<file path="config.mk">
export PLATFORM = sky130hd
export DESIGN_NAME = meas_seq
export DESIGN_NICKNAME = d
export VERILOG_FILES = /design/src/rtl/meas_pkg.sv /design/src/rtl/meas_ctrl.sv /design/src/rtl/meas_diff.sv /design/src/rtl/thr_cal.sv /design/src/rtl/meas_seq.sv
export SDC_FILE = /design/constraint.sdc
export NUM_CORES = 1
export LEC_CHECK = 0
export ABC_AREA = 0
export BUFFER_PORTS_ARGS = -buffer_cell sky130_fd_sc_hd__buf_2
export CAP_MARGIN = 20
export CORE_MARGIN = 8
export CORE_UTILIZATION = 55
export CTS_BUF_LIST = sky130_fd_sc_hd__clkbuf_4
export DETAILED_ROUTE_END_ITERATION = 8
export PLACE_DENSITY = 0.74
export SLEW_MARGIN = 0
export SYNTH_ARGS = -nofsm -noshare
export SYNTH_HDL_FRONTEND = slang
export SYNTH_HIERARCHICAL = 1
export SYNTH_SLANG_ARGS = --single-unit
</file>
<file path="constraint.sdc">
create_clock -name clk -period 6.9 [get_ports clk]
set_input_delay 0.345 -clock clk [delete_from_list [all_inputs] [get_ports clk]]
set_output_delay 0.345 -clock clk [all_outputs]
set_load 0.05 [all_outputs]
</file>
<file path="src/rtl/meas_pkg.sv">
// Shared definitions for the measurement sequencer.
// Assumes channel codes are decoded by the external front end as listed.
package meas_pkg;
    localparam logic [1:0] CH_CELL1 = 2'd0;
    localparam logic [1:0] CH_CELL2 = 2'd1;
    localparam logic [1:0] CH_CURR  = 2'd2;
    localparam logic [1:0] CH_TEMP  = 2'd3;

    typedef enum logic [1:0] {
        S_IDLE = 2'd0,
        S_REQ  = 2'd1,
        S_WAIT = 2'd2
    } seq_state_e;
endpackage

</file>
<file path="src/rtl/meas_ctrl.sv">
// Sweep controller: steps channels 0..3, two conversions each, drives the
// front-end controls and converter handshake, and watches for time-out.
// Assumes adc_done is only meaningful while waiting and tmo_cycles >= 1.
module meas_ctrl
    import meas_pkg::*;
#(
    parameter int TW = 16
) (
    input  logic          clk,
    input  logic          rst_n,
    input  logic          sweep_start,
    input  logic          capture_req,
    input  logic [TW-1:0] tmo_cycles,
    input  logic          adc_done,
    output logic          adc_start,
    output logic [1:0]    fe_sel,
    output logic          fe_short,
    output logic          fe_ref_hi,
    output logic          cv_valid,
    output logic [1:0]    cv_chan,
    output logic          cv_phase,
    output logic          capture,
    output logic          sweep_done,
    output logic          conv_err
);
    seq_state_e    st;
    logic [1:0]    ch;
    logic          ph;
    logic [TW-1:0] cnt;
    logic          cap_q;

    // Front-end controls and handshake decoded from the sequence state.
    always_comb begin
        adc_start = (st == S_REQ);
        fe_sel    = (st == S_IDLE) ? CH_CELL1 : ch;
        fe_short  = (st != S_IDLE) && !ph && (ch != CH_TEMP);
        fe_ref_hi = (st != S_IDLE) && !ph && (ch == CH_TEMP);
        cv_valid  = (st == S_WAIT) && adc_done;
        cv_chan   = ch;
        cv_phase  = ph;
        capture   = cap_q;
    end

    // Sequence state, channel/phase stepping and time-out counting.
    always_ff @(posedge clk) begin
        if (!rst_n) begin
            st         <= S_IDLE;
            ch         <= CH_CELL1;
            ph         <= 1'b0;
            cnt        <= '0;
            cap_q      <= 1'b0;
            sweep_done <= 1'b0;
            conv_err   <= 1'b0;
        end else begin
            sweep_done <= 1'b0;
            conv_err   <= 1'b0;
            case (st)
                S_IDLE: begin
                    if (sweep_start) begin
                        st    <= S_REQ;
                        ch    <= CH_CELL1;
                        ph    <= 1'b0;
                        cap_q <= capture_req;
                    end
                end
                S_REQ: begin
                    st  <= S_WAIT;
                    cnt <= '0;
                end
                S_WAIT: begin
                    if (adc_done) begin
                        if (!ph) begin
                            ph <= 1'b1;
                            st <= S_REQ;
                        end else if (ch == CH_TEMP) begin
                            st         <= S_IDLE;
                            ch         <= CH_CELL1;
                            ph         <= 1'b0;
                            sweep_done <= 1'b1;
                        end else begin
                            ch <= ch + 2'd1;
                            ph <= 1'b0;
                            st <= S_REQ;
                        end
                    end else if (cnt == tmo_cycles - TW'(1)) begin
                        st       <= S_IDLE;
                        ch       <= CH_CELL1;
                        ph       <= 1'b0;
                        conv_err <= 1'b1;
                    end else begin
                        cnt <= cnt + TW'(1);
                    end
                end
                default: st <= S_IDLE;
            endcase
        end
    end
endmodule

</file>
<file path="src/rtl/meas_diff.sv">
// Difference unit: keeps the first code of a pair, forms the two-conversion
// difference, removes the stored current bias and saturates to CW+1 bits.
// Assumes cv_valid comes in phase pairs for one channel at a time.
module meas_diff
    import meas_pkg::*;
#(
    parameter int CW = 12
) (
    input  logic          clk,
    input  logic          rst_n,
    input  logic          cv_valid,
    input  logic [1:0]    cv_chan,
    input  logic          cv_phase,
    input  logic [CW-1:0] cv_code,
    input  logic          capture,
    output logic          res_valid,
    output logic [1:0]    res_chan,
    output logic [CW:0]   res_data
);
    localparam int DW = CW + 1;
    localparam logic [DW-1:0] MAXV = {1'b0, {CW{1'b1}}};
    localparam logic [DW-1:0] MINV = {1'b1, {CW{1'b0}}};

    logic [CW-1:0] first_q;
    logic [DW-1:0] bias_q;
    logic [DW-1:0] a_ext, b_ext, d, b_use, sat_v;
    logic [DW:0]   sub;

    // Pair difference, bias selection and saturation.
    always_comb begin
        a_ext = {cv_code[CW-1], cv_code};
        b_ext = {first_q[CW-1], first_q};
        d     = (cv_chan == CH_TEMP) ? (b_ext - a_ext) : (a_ext - b_ext);
        b_use = (cv_chan == CH_CURR) ? (capture ? d : bias_q) : '0;
        sub   = {d[DW-1], d} - {b_use[DW-1], b_use};
        if (sub[DW] != sub[DW-1])
            sat_v = sub[DW] ? MINV : MAXV;
        else
            sat_v = sub[DW-1:0];
    end

    // First-code hold, bias capture and result register.
    always_ff @(posedge clk) begin
        if (!rst_n) begin
            first_q   <= '0;
            bias_q    <= '0;
            res_valid <= 1'b0;
            res_chan  <= CH_CELL1;
            res_data  <= '0;
        end else begin
            res_valid <= 1'b0;
            if (cv_valid) begin
                if (!cv_phase) begin
                    first_q <= cv_code;
                end else begin
                    res_valid <= 1'b1;
                    res_chan  <= cv_chan;
                    res_data  <= sat_v;
                    if (cv_chan == CH_CURR && capture)
                        bias_q <= d;
                end
            end
        end
    end
endmodule

</file>
<file path="src/rtl/thr_cal.sv">
// Threshold bank with sequential rescaling: each threshold is multiplied by
// the measured calibration code and divided bit-serially by the nominal code.
// Assumes NOM is nonzero and below 2**CW.
module thr_cal #(
    parameter int              CW       = 12,
    parameter int              NTH      = 4,
    parameter logic [CW-1:0]   NOM      = 12'd1654,
    parameter logic [NTH*CW-1:0] THR_INIT = '0
) (
    input  logic              clk,
    input  logic              rst_n,
    input  logic              cal_start,
    input  logic [CW-1:0]     cal_code,
    output logic              cal_busy,
    output logic [NTH*CW-1:0] thr_out
);
    localparam int PW   = 2 * CW;
    localparam int IW   = (NTH > 1) ? $clog2(NTH) : 1;
    localparam int ITW  = $clog2(PW);

    logic [CW-1:0]  thr [NTH];
    logic [CW-1:0]  meas;
    logic [IW-1:0]  idx;
    logic [ITW-1:0] it;
    logic           load;
    logic [PW-1:0]  num;
    logic [PW-2:0]  quo;
    logic [CW-1:0]  rem;
    logic [CW:0]    rem_sh, rem_diff;
    logic           qbit;
    logic [PW-1:0]  q_final;
    logic [CW-1:0]  q_sat;

    // One restoring-division step and the clamped quotient.
    always_comb begin
        rem_sh   = {rem, num[PW-1]};
        rem_diff = rem_sh - {1'b0, NOM};
        qbit     = !rem_diff[CW];
        q_final  = {quo, qbit};
        q_sat    = (|q_final[PW-1:CW]) ? {CW{1'b1}} : q_final[CW-1:0];
    end

    // Calibration sequencing: load product, iterate, write back, next index.
    always_ff @(posedge clk) begin
        if (!rst_n) begin
            for (int i = 0; i < NTH; i++) thr[i] <= THR_INIT[i*CW +: CW];
            cal_busy <= 1'b0;
            meas     <= '0;
            idx      <= '0;
            it       <= '0;
            load     <= 1'b0;
            num      <= '0;
            quo      <= '0;
            rem      <= '0;
        end else if (!cal_busy) begin
            if (cal_start) begin
                cal_busy <= 1'b1;
                meas     <= cal_code;
                idx      <= '0;
                load     <= 1'b1;
            end
        end else if (load) begin
            num  <= PW'(thr[idx]) * PW'(meas);
            quo  <= '0;
            rem  <= '0;
            it   <= '0;
            load <= 1'b0;
        end else begin
            rem <= qbit ? rem_diff[CW-1:0] : rem_sh[CW-1:0];
            quo <= q_final[PW-2:0];
            num <= {num[PW-2:0], 1'b0};
            it  <= it + ITW'(1);
            if (it == ITW'(PW - 1)) begin
                thr[idx] <= q_sat;
                if (idx == IW'(NTH - 1)) begin
                    cal_busy <= 1'b0;
                end else begin
                    idx  <= idx + IW'(1);
                    load <= 1'b1;
                end
            end
        end
    end

    for (genvar g = 0; g < NTH; g++) begin : g_out
        assign thr_out[g*CW +: CW] = thr[g];
    end
endmodule

</file>
<file path="src/rtl/meas_seq.sv">
// Top of the offset-cancelling measurement sequencer: controller, difference
// unit and calibrated threshold bank. Assumes a single external converter.
module meas_seq #(
    parameter int                CW       = 12,
    parameter int                NTH      = 4,
    parameter int                TW       = 16,
    parameter logic [CW-1:0]     N42_NOM  = 12'd1654,
    parameter logic [NTH*CW-1:0] THR_INIT = {12'd1181, 12'd1496, 12'd1614, 12'd1654}
) (
    input  logic              clk,
    input  logic              rst_n,
    input  logic              sweep_start,
    input  logic              capture_req,
    input  logic [TW-1:0]     tmo_cycles,
    output logic              adc_start,
    input  logic              adc_done,
    input  logic [CW-1:0]     adc_code,
    output logic [1:0]        fe_sel,
    output logic              fe_short,
    output logic              fe_ref_hi,
    output logic              res_valid,
    output logic [1:0]        res_chan,
    output logic [CW:0]       res_data,
    output logic              sweep_done,
    output logic              conv_err,
    input  logic              cal_start,
    input  logic [CW-1:0]     cal_code,
    output logic              cal_busy,
    output logic [NTH*CW-1:0] thr_out
);
    logic       cv_valid;
    logic [1:0] cv_chan;
    logic       cv_phase;
    logic       capture;

    meas_ctrl #(.TW(TW)) u_ctrl (
        .clk(clk), .rst_n(rst_n), .sweep_start(sweep_start),
        .capture_req(capture_req), .tmo_cycles(tmo_cycles),
        .adc_done(adc_done), .adc_start(adc_start), .fe_sel(fe_sel),
        .fe_short(fe_short), .fe_ref_hi(fe_ref_hi), .cv_valid(cv_valid),
        .cv_chan(cv_chan), .cv_phase(cv_phase), .capture(capture),
        .sweep_done(sweep_done), .conv_err(conv_err)
    );

    meas_diff #(.CW(CW)) u_diff (
        .clk(clk), .rst_n(rst_n), .cv_valid(cv_valid), .cv_chan(cv_chan),
        .cv_phase(cv_phase), .cv_code(adc_code), .capture(capture),
        .res_valid(res_valid), .res_chan(res_chan), .res_data(res_data)
    );

    thr_cal #(.CW(CW), .NTH(NTH), .NOM(N42_NOM), .THR_INIT(THR_INIT)) u_cal (
        .clk(clk), .rst_n(rst_n), .cal_start(cal_start), .cal_code(cal_code),
        .cal_busy(cal_busy), .thr_out(thr_out)
    );
endmodule

</file>
==> summary.md <==
The flow ran to the end, and the final reports show no timing, DRC or antenna violations. The run gives 0 ns as the summed negative setup slack over all endpoints. Among all cell types in the netlist, the one instantiated most often is sky130_fd_sc_hd__nand2_1. The tools report the global-route total usage across every layer as 0.227. The min-delay analysis places its worst path in the category primary input to flop.

Using the TritonRoute via totals, the vias-per-cell ratio works out to 5.70. The standby leakage power came out at 7.42 nW. The clock tree synthesis step divided the H-tree into 4 levels. The total overflow left after global routing is 0.

The number of top-level pins is 118, and the proportion of synthesized chip area in sequential cells is 0.277. The initialized floorplan defines 62 standard-cell rows. The tools report the effective utilization at floorplan as 0.555. STA classifies the critical path startpoint as a flop. On the final layout, the worst clock skew is 0.0236 ns. Port buffering added 117 buffers. Setup violations remaining at the end of the flow were counted as 0. Routability-driven placement finished with a final weighted congestion of 0.916. The clock net sink count is 195, and the setup slack after placement is 0.623 ns. The final-layout worst hold slack was 0.0657 ns; the post-detailed-placement half-perimeter wirelength was 29200 um. The first-pass GRT wire length was 63900 um. TritonCTS built the clock tree. The tools report the wire length reported by the detailed router as 38600 um. The clock passes through at most 2 buffers. Summing every instance area after synthesis gives 15800 sq um.

By area the synthesized netlist is led by sky130_fd_sc_hd__dfxtp_1 19%, sky130_fd_sc_hd__fa_1 13%, sky130_fd_sc_hd__edfxtp_1 9.1%. Counting flops and latches in the post-synthesis netlist gives 195. The commonest cells after synthesis are 266 x sky130_fd_sc_hd__nand2_1, 201 x sky130_fd_sc_hd__inv_1, 149 x sky130_fd_sc_hd__nor2_1, 147 x sky130_fd_sc_hd__dfxtp_1, 112 x sky130_fd_sc_hd__ha_1. The initial antenna violation count was 3; the setup slack after layout was 0.600 ns. The number of setup buffers added after CTS is 0. Counting flops with a built-in enable in the synthesized netlist gives 48. After the first detailed-routing iteration, the DRC count stood at 1014.

The synthesized design spends more area on one cell type than any other, namely sky130_fd_sc_hd__dfxtp_1. Worst max-slew margin expressed relative to the limit: 0.355. After clock tree synthesis, the repair step resized 0 gates.

The transition time at the pin with the least slew margin is 0.961 ns, and the area of the die is 34500 sq um. The share of flip-flops with an asynchronous set or reset after synthesis is 0, and the die extent in x is 186 um. Summing over every cut layer, the via total after detailed routing is 13100.

After clock tree synthesis, the flow added hold-fix buffers numbering 27. In this run the standard cell core region covers 28500 sq um. The clock period could shrink to 6.30 ns. Entering global routing, the biggest net connects 85 pins.

The via count of the first global-routing pass was 13100. After detailed routing, the number of remaining DRC violations is 0. In the final routed layout, each cell accounts on average for 16.8 um. The synthesis-to-layout area growth was 8.42%. The post-route fraction of the period consumed by the critical path works out to 0.913. The total power density per cell area came out at 181 nW/um^2.

The final number of hold-violating endpoints is 0, and the peak ir drop on the vdd network is 0.0958 mV. The share of post-route cells with drive strength above 1 is 0.120, and the net count of the finished layout is 2164. Setup repair after global routing left no endpoint under its margin.

The first TritonRoute pass finished after 5 iterations. The share of the synthesized area in the top cell type was 0.186; the per-instance average area after synthesis was 8.70 sq um. The die is 186 um tall. The worst setup path is of the flop to flop kind. The tools report the post-synthesis cell type count as 97. The most frequently used flop master after synthesis was sky130_fd_sc_hd__dfxtp_1.

Max-cap violations in this run came to 0. The worst setup path is captured at a flop. Derived from the worst setup path, the maximum achievable clock frequency is 159 MHz. The post-synth net total is 2080, and the register clock-pin slew on the reported worst setup and hold paths is 0.18 ns.

The clock latency reported for the late side of the worst-skew pair is 0.61 ns. The highest fanout seen on the critical path is 12, and the count of synthesis-stage warnings from yosys is 6. Final max-slew violation count: 0. The detail route stage leaves a number of antenna-violating nets equal to 0. The clock tree root driver cell was sky130_fd_sc_hd__clkbuf_4.

The tools report the critical path data arrival time as 6.79 ns. Buffers inserted during clock tree synthesis total 17. The logs give 7.39 ns for the worst endpoint required time and 1819 for the gate count of the mapped netlist.
[cells in the final DEF, fill, tap and decap left out, types with 25 or more instances in the layout]
| cell | n |
|---|---|
| sky130_fd_sc_hd__nand2_1 | 266 |
| sky130_fd_sc_hd__o21ai_0 | 51 |
| sky130_fd_sc_hd__a21oi_1 | 93 |
| sky130_fd_sc_hd__inv_1 | 200 |
| sky130_fd_sc_hd__and2_1 | 59 |
| sky130_fd_sc_hd__nand3_1 | 26 |
| sky130_fd_sc_hd__dfxtp_1 | 147 |
| sky130_fd_sc_hd__buf_2 | 117 |
| sky130_fd_sc_hd__a22oi_1 | 25 |
| sky130_fd_sc_hd__xor2_1 | 25 |
| sky130_fd_sc_hd__nor2_1 | 149 |
| sky130_fd_sc_hd__fa_1 | 103 |
| sky130_fd_sc_hd__ha_1 | 112 |
| sky130_fd_sc_hd__edfxtp_1 | 48 |
| sky130_fd_sc_hd__xnor2_1 | 35 |
| sky130_fd_sc_hd__mux2i_1 | 38 |
| sky130_fd_sc_hd__dlygate4sd3_1 | 27 |
[path summary, 6_finish.rpt]
kind	startpoint	to	slack, ns	cells past startpoint
worst max register to register	flop	u_cal/num[20]$_SDFFE_PN0P_	0.60	18
worst min-delay path	cal_start	u_cal/cal_busy$_SDFF_PN0_	0.07	3
worst max-delay path	flop	u_cal/num[20]$_SDFFE_PN0P_	0.60	18
worst min register to register	u_diff/res_data[1]$_SDFFE_PN0P_	u_diff/res_data[1]$_SDFFE_PN0P_	0.48	2
[flip-flops by register name, summed over array words and instances (netlist names), 5 cells and up, named ones only]
signal	cells
u_cal/meas	12
u_cal/thr	48
u_diff/first_q	12
u_diff/res_data	13
u_cal/it	5
u_cal/num	24
u_diff/bias_q	13
u_cal/rem	12
u_ctrl/cnt	16
u_cal/quo	23
[stage by stage]
step / utilization / cells / area [sq um] / power [mW]
after floorplan: - / 1819 / 15800 / 2.19
after global routing: 0.601 / 2302 / 17200 / 3.32
after global placement: 0.580 / 2240 / 16600 / 2.42
after CTS: 0.601 / 2299 / 17100 / 3.13
after detailed placement: 0.580 / 2240 / 16600 / 2.45
final: 0.601 / 2302 / 17200 / 3.11
[area by class of cell]
type	count	area [sq um]
multi-input combinational	1334	10300
timing repair buffer	154	935
tap	384	480
inverter	201	754
sequential	195	4380
antenna	2	5.00
clock inverter	15	181
clock buffer	17	128
fill	2576	11400
[worst max-delay path: stages (launching register included)]
cell	delay, ns
sky130_fd_sc_hd__dfxtp_1	0.78
sky130_fd_sc_hd__buf_4	0.27
sky130_fd_sc_hd__mux4_2	0.65
sky130_fd_sc_hd__and2_1	0.23
sky130_fd_sc_hd__fa_1	0.49
sky130_fd_sc_hd__fa_1	0.57
sky130_fd_sc_hd__fa_1	0.44
sky130_fd_sc_hd__fa_1	0.49
sky130_fd_sc_hd__inv_1	0.05
sky130_fd_sc_hd__fa_1	0.48
sky130_fd_sc_hd__inv_1	0.04
sky130_fd_sc_hd__ha_1	0.39
sky130_fd_sc_hd__a21oi_1	0.27
sky130_fd_sc_hd__o21ai_0	0.11
sky130_fd_sc_hd__a211o_1	0.32
sky130_fd_sc_hd__a22oi_1	0.24
sky130_fd_sc_hd__a21oi_1	0.12
sky130_fd_sc_hd__a41oi_1	0.16
sky130_fd_sc_hd__o21ai_0	0.09
[cells by family after synthesis]
| kind of cell | Yosys count | share of synthesized area |
|---|---|---|
| adder cells (fa/ha/maj) | 215 | 0.219 |
| buffers and inverters | 290 | 0.0727 |
| AND/OR/NAND/NOR | 660 | 0.199 |
| flip-flops | 195 | 0.277 |
| multiplexers | 55 | 0.0454 |
| XOR/XNOR | 63 | 0.0371 |
| AO/OA/AOI/OAI | 341 | 0.150 |
[layer usage]
layer  wire, um  track usage  up-vias
li1           -            -     6304
met4        971       0.0807        2
met3       2060       0.0408       67
met2      19000        0.390      363
met1      16500        0.283     6392
met5         12            0        -
[where the power goes]
group | leakage [nW] | switching, mW | internal [mW] | total, mW
clock | 0.157 | 0.458 | 0.202 | 0.660
sequential | 1.64 | 0.0496 | 1.21 | 1.26
combinational | 5.63 | 0.746 | 0.444 | 1.19
Note: power is estimated with default switching activity, not from simulation.
